`config.mk`:
```
export PLATFORM = sky130hd
export DESIGN_NAME = gpio_bank
export DESIGN_NICKNAME = d
export VERILOG_FILES = /design/src/rtl/gpio_bank_pkg.sv /design/src/rtl/gpio_sync.sv /design/src/rtl/gpio_port.sv /design/src/rtl/gpio_bank.sv
export SDC_FILE = /design/constraint.sdc
export NUM_CORES = 1
export LEC_CHECK = 0
export ABC_AREA = 1
export ABC_CLOCK_PERIOD_IN_PS = 1900
export BUFFER_PORTS_ARGS = -buffer_cell sky130_fd_sc_hd__buf_2
export CORE_MARGIN = 3
export CORE_UTILIZATION = 28
export CTS_BUF_LIST = sky130_fd_sc_hd__clkbuf_8
export CTS_CLUSTER_SIZE = 40
export DETAILED_ROUTE_END_ITERATION = 6
export GPL_TIMING_DRIVEN = 1
export PLACE_DENSITY = 0.59
export SLEW_MARGIN = 20
export SYNTH_ARGS = -nofsm -noshare
export SYNTH_HDL_FRONTEND = slang
export SYNTH_SLANG_ARGS = --single-unit
```
`constraint.sdc`:
```
create_clock -name clk_i -period 1.9 [get_ports clk_i]
set_input_delay 0.19 -clock clk_i [delete_from_list [all_inputs] [get_ports clk_i]]
set_output_delay 0.19 -clock clk_i [all_outputs]
set_load 0.02 [all_outputs]
```
`src/rtl/gpio_bank_pkg.sv`:
```
package gpio_bank_pkg;
  localparam logic [3:0] PG_DATA = 4'h0;
  localparam logic [3:0] PG_DIR  = 4'h1;
  localparam logic [3:0] PG_PULL = 4'h2;
  localparam logic [3:0] PG_CTRL = 4'h3;

  function automatic int pull_regs(input int nports);
    return (2 * nports) / 8 + 1;  // one spare bit left for the gate
  endfunction
endpackage

```
`src/rtl/gpio_sync.sv`:
```
module gpio_sync #(
  parameter int WIDTH = 8
) (
  input  logic             clk_i,
  input  logic             rst_ni,
  input  logic [WIDTH-1:0] d_i,
  output logic [WIDTH-1:0] q_o
);
  logic [WIDTH-1:0] s1_q, s2_q;

  always_ff @(posedge clk_i or negedge rst_ni) begin
    if (!rst_ni) begin
      s1_q <= '0;
      s2_q <= '0;
    end else begin
      s1_q <= d_i;
      s2_q <= s1_q;
    end
  end

  assign q_o = s2_q;
endmodule

```
`src/rtl/gpio_port.sv`:
```
module gpio_port #(
  parameter logic [7:0] LOCK_MASK    = 8'h00,
  parameter logic [7:0] IN_ONLY_MASK = 8'h00,
  parameter bit         FORCE_EN     = 1'b0,
  parameter bit         EXTRA        = 1'b0
) (
  input  logic       clk_i,
  input  logic       rst_ni,
  input  logic       bus_mode_i,
  input  logic       dat_we_i,
  input  logic       dir_we_i,
  input  logic [7:0] wdata_i,
  input  logic       force_latch_i,
  input  logic       ext_en_i,
  input  logic [7:0] pin_sync_i,
  output logic [7:0] dir_o,
  output logic [7:0] latch_o,
  output logic [7:0] oe_o,
  output logic [7:0] rd_o
);
  logic [7:0] dir_q, lat_q, lock;

  assign lock = bus_mode_i ? LOCK_MASK : 8'h00;

  always_ff @(posedge clk_i or negedge rst_ni) begin
    if (!rst_ni) begin
      dir_q <= '0;
      lat_q <= '0;
    end else begin
      if (dir_we_i) dir_q <= ((dir_q & lock) | (wdata_i & ~lock)) & ~IN_ONLY_MASK;
      if (dat_we_i) lat_q <= (lat_q & lock) | (wdata_i & ~lock);
    end
  end

  assign oe_o    = (EXTRA && !ext_en_i) ? 8'h00 : dir_q;
  assign dir_o   = dir_q;
  assign latch_o = lat_q;
  assign rd_o    = (FORCE_EN && force_latch_i) ? lat_q
                 : ((oe_o & lat_q) | (~oe_o & pin_sync_i));

  a_r3_latch_write: assert property (@(posedge clk_i) disable iff (!rst_ni)
    dat_we_i && !bus_mode_i |=> lat_q == $past(wdata_i));
  a_r7_lock_latch: assert property (@(posedge clk_i) disable iff (!rst_ni)
    bus_mode_i && dat_we_i |=> (lat_q & LOCK_MASK) == $past(lat_q & LOCK_MASK));
  a_r7_lock_dir: assert property (@(posedge clk_i) disable iff (!rst_ni)
    bus_mode_i && dir_we_i |=> (dir_q & LOCK_MASK) == $past(dir_q & LOCK_MASK));
endmodule

```
`src/rtl/gpio_bank.sv`:
```
module gpio_bank
  import gpio_bank_pkg::*;
#(
  parameter int NUM_PORTS   = 6,
  parameter int BASE_PORTS  = 4,
  parameter int FORCE_PORT  = 1,
  parameter int IN_ONLY_PIN = 29,
  parameter logic [NUM_PORTS*8-1:0] BUS_MASK    = 48'h0000_000F_FFFF,
  parameter logic [2*NUM_PORTS-1:0] BUS_PU_MASK = 12'h00F
) (
  input  logic                   clk_i,
  input  logic                   rst_ni,
  input  logic                   bus_mode_i,
  input  logic [7:0]             addr_i,
  input  logic                   we_i,
  input  logic [7:0]             wdata_i,
  output logic [7:0]             rdata_o,
  input  logic [NUM_PORTS*8-1:0] pin_i,
  output logic [NUM_PORTS*8-1:0] pin_o,
  output logic [NUM_PORTS*8-1:0] pin_oe_o,
  output logic [NUM_PORTS*8-1:0] pull_en_o
);
  localparam int W       = NUM_PORTS * 8;
  localparam int PU_REGS = pull_regs(NUM_PORTS);
  localparam int PU_W    = PU_REGS * 8;
  localparam int EXT_BIT = PU_W - 1;

  logic [3:0]      page, idx;
  logic [W-1:0]    pin_sync;
  logic [PU_W-1:0] pu_q;
  logic            ctrl_q;
  logic [7:0]      port_rd  [NUM_PORTS];
  logic [7:0]      port_dir [NUM_PORTS];

  assign page = addr_i[7:4];
  assign idx  = addr_i[3:0];

  gpio_sync #(.WIDTH(W)) u_sync (
    .clk_i (clk_i),
    .rst_ni(rst_ni),
    .d_i   (pin_i),
    .q_o   (pin_sync)
  );

  for (genvar r = 0; r < PU_REGS; r++) begin : g_pull_reg
    always_ff @(posedge clk_i or negedge rst_ni) begin
      if (!rst_ni) pu_q[r*8 +: 8] <= '0;
      else if (we_i && page == PG_PULL && idx == 4'(r)) pu_q[r*8 +: 8] <= wdata_i;
    end
  end

  always_ff @(posedge clk_i or negedge rst_ni) begin
    if (!rst_ni) ctrl_q <= 1'b0;
    else if (we_i && page == PG_CTRL && idx == 4'd0) ctrl_q <= wdata_i[0];
  end

  for (genvar p = 0; p < NUM_PORTS; p++) begin : g_port
    localparam logic [7:0] IOM = (IN_ONLY_PIN / 8 == p) ? (8'h01 << (IN_ONLY_PIN % 8)) : 8'h00;
    logic [7:0] oe, lat;

    gpio_port #(
      .LOCK_MASK   (BUS_MASK[p*8 +: 8]),
      .IN_ONLY_MASK(IOM),
      .FORCE_EN    (p == FORCE_PORT),
      .EXTRA       (p >= BASE_PORTS)
    ) u_port (
      .clk_i        (clk_i),
      .rst_ni       (rst_ni),
      .bus_mode_i   (bus_mode_i),
      .dat_we_i     (we_i && page == PG_DATA && idx == 4'(p)),
      .dir_we_i     (we_i && page == PG_DIR && idx == 4'(p)),
      .wdata_i      (wdata_i),
      .force_latch_i(ctrl_q),
      .ext_en_i     (pu_q[EXT_BIT]),
      .pin_sync_i   (pin_sync[p*8 +: 8]),
      .dir_o        (port_dir[p]),
      .latch_o      (lat),
      .oe_o         (oe),
      .rd_o         (port_rd[p])
    );

    assign pin_o[p*8 +: 8]    = lat;
    assign pin_oe_o[p*8 +: 8] = oe;
  end

  for (genvar i = 0; i < W; i++) begin : g_pull
    assign pull_en_o[i] = pu_q[i/4] && !pin_oe_o[i] && !(bus_mode_i && BUS_PU_MASK[i/4]);
  end

  always_comb begin
    rdata_o = 8'h00;
    unique case (page)
      PG_DATA: for (int p = 0; p < NUM_PORTS; p++) if (idx == 4'(p)) rdata_o = port_rd[p];
      PG_DIR:  for (int p = 0; p < NUM_PORTS; p++) if (idx == 4'(p)) rdata_o = port_dir[p];
      PG_PULL: for (int r = 0; r < PU_REGS; r++) if (idx == 4'(r)) rdata_o = pu_q[r*8 +: 8];
      PG_CTRL: if (idx == 4'd0) rdata_o = {7'b0, ctrl_q};
      default: rdata_o = 8'h00;
    endcase
  end

  a_r5_pull_only_input: assert property (@(posedge clk_i) disable iff (!rst_ni)
    (pull_en_o & pin_oe_o) == '0);
  a_r9_never_driven: assert property (@(posedge clk_i) disable iff (!rst_ni)
    !pin_oe_o[IN_ONLY_PIN]);
  if (BASE_PORTS < NUM_PORTS) begin : g_gate_chk
    a_r10_gate_off: assert property (@(posedge clk_i) disable iff (!rst_ni)
      !pu_q[EXT_BIT] |-> pin_oe_o[W-1:BASE_PORTS*8] == '0);
  end
endmodule

```
==> flow_summary_export.csv <==
group,metric,value,unit
route,drtAntennaViolNets,0,
yosys,synth_compound_area_share,12.4,%
die,fp-row-count,63,
global_route,grt_use_met2,31.1,%
cells_and_area,final_nets,1406,
yosys,synth.most_common_cell,"nand2_1",
worst_setup_path,cp_data_arrival_time,2020,ps
yosys,synth_common_cells,"258 x nand2_1, 208 x dfrtp_1, 121 x o21ai_0",
cells_and_area,drive_gt1_share,35.0,%
cts,cts_root_buf,"clkbuf_8",
cts,ctsHtreeMaxLevel,2,
global_route,grt_pass1_vias,8045,
yosys,ys_seq_area_share,61.4,%
die,die_y,180,um
place,gp_congestion,0.953,
route,detail_route.first_pass.iterations,5,
sta,worstMarginPinSlew,690,ps
yosys,synth_nets,1024,
yosys,yosysWarningCount,0,
die,ioPinCount,220,
yosys,synth_top_family_by_area,"simple AND/OR/NAND/NOR gates",
status,violations,"setup timing",
global_route,grt_pass1_wl,49500,um
die,die_x,180,um
yosys,yosys.area.top_type,"dfrtp_1",
worst_setup_path,crit_path_start_kind,"flop",
cells_and_area,n_fill_cell,2958,
status,outcome,"complete, but fails checks",
sta,period_share,116,%
route,drc_errors,0,
sta,slew_headroom,54.0,%
cts,clock_sinks,208,
global_route,grt_use_total,20.0,%
route,drt-total-wl,33400,um
sta,finalHoldViolCount,0,
sta,drv_slew,0,
die,floorplan.initialDensity,28.5,%
yosys,synthCells,956,
yosys,synthArstFlopShare,100,%
global_route,met1_usage,27.3,%
cts,path_clk_slew,60,ps
worst_setup_path,critical_path_class,"reg -> out",
cts,numCtsBuffers,38,
sta,whs,30.4,ps
worst_setup_path,cp-end-kind,"output port",
yosys,ys_ff_latch,208,
place,port_buffers,218,
cells_and_area,diodes,0,
sta,period_minus_slack,2210,ps
sta,setup_viol,8,
yosys,muxShareOfSynthArea,0,%
power_and_ir_drop,ir_drop,0.596,mV
route,vias_per_cell,4.63,
yosys,synth_area,0.00848,mm^2
yosys,synth_cell_types,27,
place,dp_hpwl,24900,um
worst_setup_path,worstPathRequired,1710,ps
yosys,synthTopCellsByArea,"dfrtp_1 61%, nand2_1 11%, o21ai_0 7.1%",
sta,fin_setup_tns,-2210,ps
sta,clock_skew,8.56,ps
cells_and_area,multi_input_area,0.00304,mm^2
die,coreArea,0.0297,mm^2
global_route,busiest_layer,"met2",
sta,rsz0062_at_grt,"true",
route,vias,8114,
global_route,grt_antenna_before_repair,0,
global_route,grt_max_degree,57,
cells_and_area,seq_area,0.00522,mm^2
yosys,synthAdderAreaFrac,0,%
yosys,synth-main-ff-cell,"dfrtp_1",
worst_setup_path,reg2reg_setup_slack,910,ps
power_and_ir_drop,leakage,0.00645,uW
global_route,use_met3,4.35,%
worst_hold_path,hp-class,"in -> reg",
global_route,globalRouteOverflowTotal,0,
cts,cts_tree,"done",
route,drt-initial-drc-count,579,
cts,clk_path_buf_depth,3,
power_and_ir_drop,p_per_area,863,mW/mm^2
cts,insertion_delay,520,ps
cells_and_area,syn2layout_area_growth,47.8,%
route,wire_per_inst,19.0,um
yosys,yosys.area_share.simple,20.3,%
yosys,synth_edf_count,0,
yosys,yosys.area.top_type_share,61.4,%
yosys,synth-xor-area-share,0,%
sta,fin_ws,-313,ps
worst_setup_path,crit_fanout,8,
job,drv_cap,0,
sta,fmax,452,MHz
yosys,syn-mean-instance-area,8.87,um^2
die,die_area,0.0324,mm^2
[cell families (layout without fill, tap and decap cells)]
kind of cell           after synthesis  after routing
and+or+nand+nor                    420            420
DFF                                208            208
AOI/OAI and AO/OA                  206            206
buffers and inverters              121            529
other                                1              1
[area by class of cell]
| cell class | count | share of cell area, % |
|---|---|---|
| Sequential cell | 208 | 41.6 |
| Multi-Input combinational cell | 627 | 24.3 |
| Timing Repair Buffer | 367 | 20.7 |
| Clock buffer | 51 | 5.60 |
| Tap cell | 390 | 3.90 |
| Inverter | 96 | 2.89 |
| Clock inverter | 15 | 0.949 |
[cell usage in the layout, fill, tap and decap left out, types with 14 or more instances in the layout]
cell,netlist,final
nand2_1,258,233
dfrtp_1,208,200
buf_2,13,200
o21ai_0,121,108
nor2_1,107,99
buf_4,4,84
inv_1,89,81
a21oi_1,67,61
dlygate4sd3_1,0,53
clkbuf_8,0,52
nand2_2,3,22
nand3_1,34,20
buf_6,1,19
inv_2,3,16
nand3_2,1,14
[where the power goes]
part	internal [uW]	switching [uW]
Clock	2660	1880
Combinational	524	887
Sequential	4670	184
[timing repair]
| action | in CTS | in global routing |
|---|---|---|
| pin swaps | 33 | 16 |
| cloned | 1 | 0 |
| buffers inserted | 7 | 6 |
| gates resized for setup | 102 | 42 |
| endpoints found under the hold margin | 107 | 0 |
| endpoints found under the setup margin | 8 | 18 |
| hold buffers | 53 | 0 |
[through the flow]
step                      cell area (um^2)  power (uW)  worst slack [ps]  util (%)  std cells
after floorplan                       8480        5420               246         -        956
after detailed placement             10600        6130              -157      35.8       1621
after CTS                            12400       10900              -351      41.6       1748
final                                12500       10800              -313      42.2       1754
after global placement               10600        6120              -206      35.8       1621
after global routing                 12500       11200              -394      42.2       1754
[layer usage]
layer	vias up	wire (um)
met1	3889	14800
met2	312	15100
met4	0	1350
li1	3830	-
met3	83	2130
met5	-	0
[final timing paths]
kind / from / end / cells past startpoint
max: ctrl_q / rdata_o[2] / 11
min: wdata_i[2] / flop / 3
max reg2reg: pu_q[10] / pu_q[10] / 2
min reg2reg: u_sync.s1_q[23] / u_sync.q_o[23] / 0
max in group asynchronous: rst_ni / async pin / 3
min in group asynchronous: rst_ni / u_sync.s1_q[22] / 2
[worst max-delay path, stage by stage, from the launching register on]
cell	delay (ps)
dfrtp_1	410
buf_6	160
buf_4	130
o21ai_2	120
nand3_2	100
nand2_1	70
nand2_1	60
nand2_1	70
nand2_1	50
nand2_1	70
nand3_2	100
buf_6	150
Note: power is estimated with default switching activity, not from simulation.
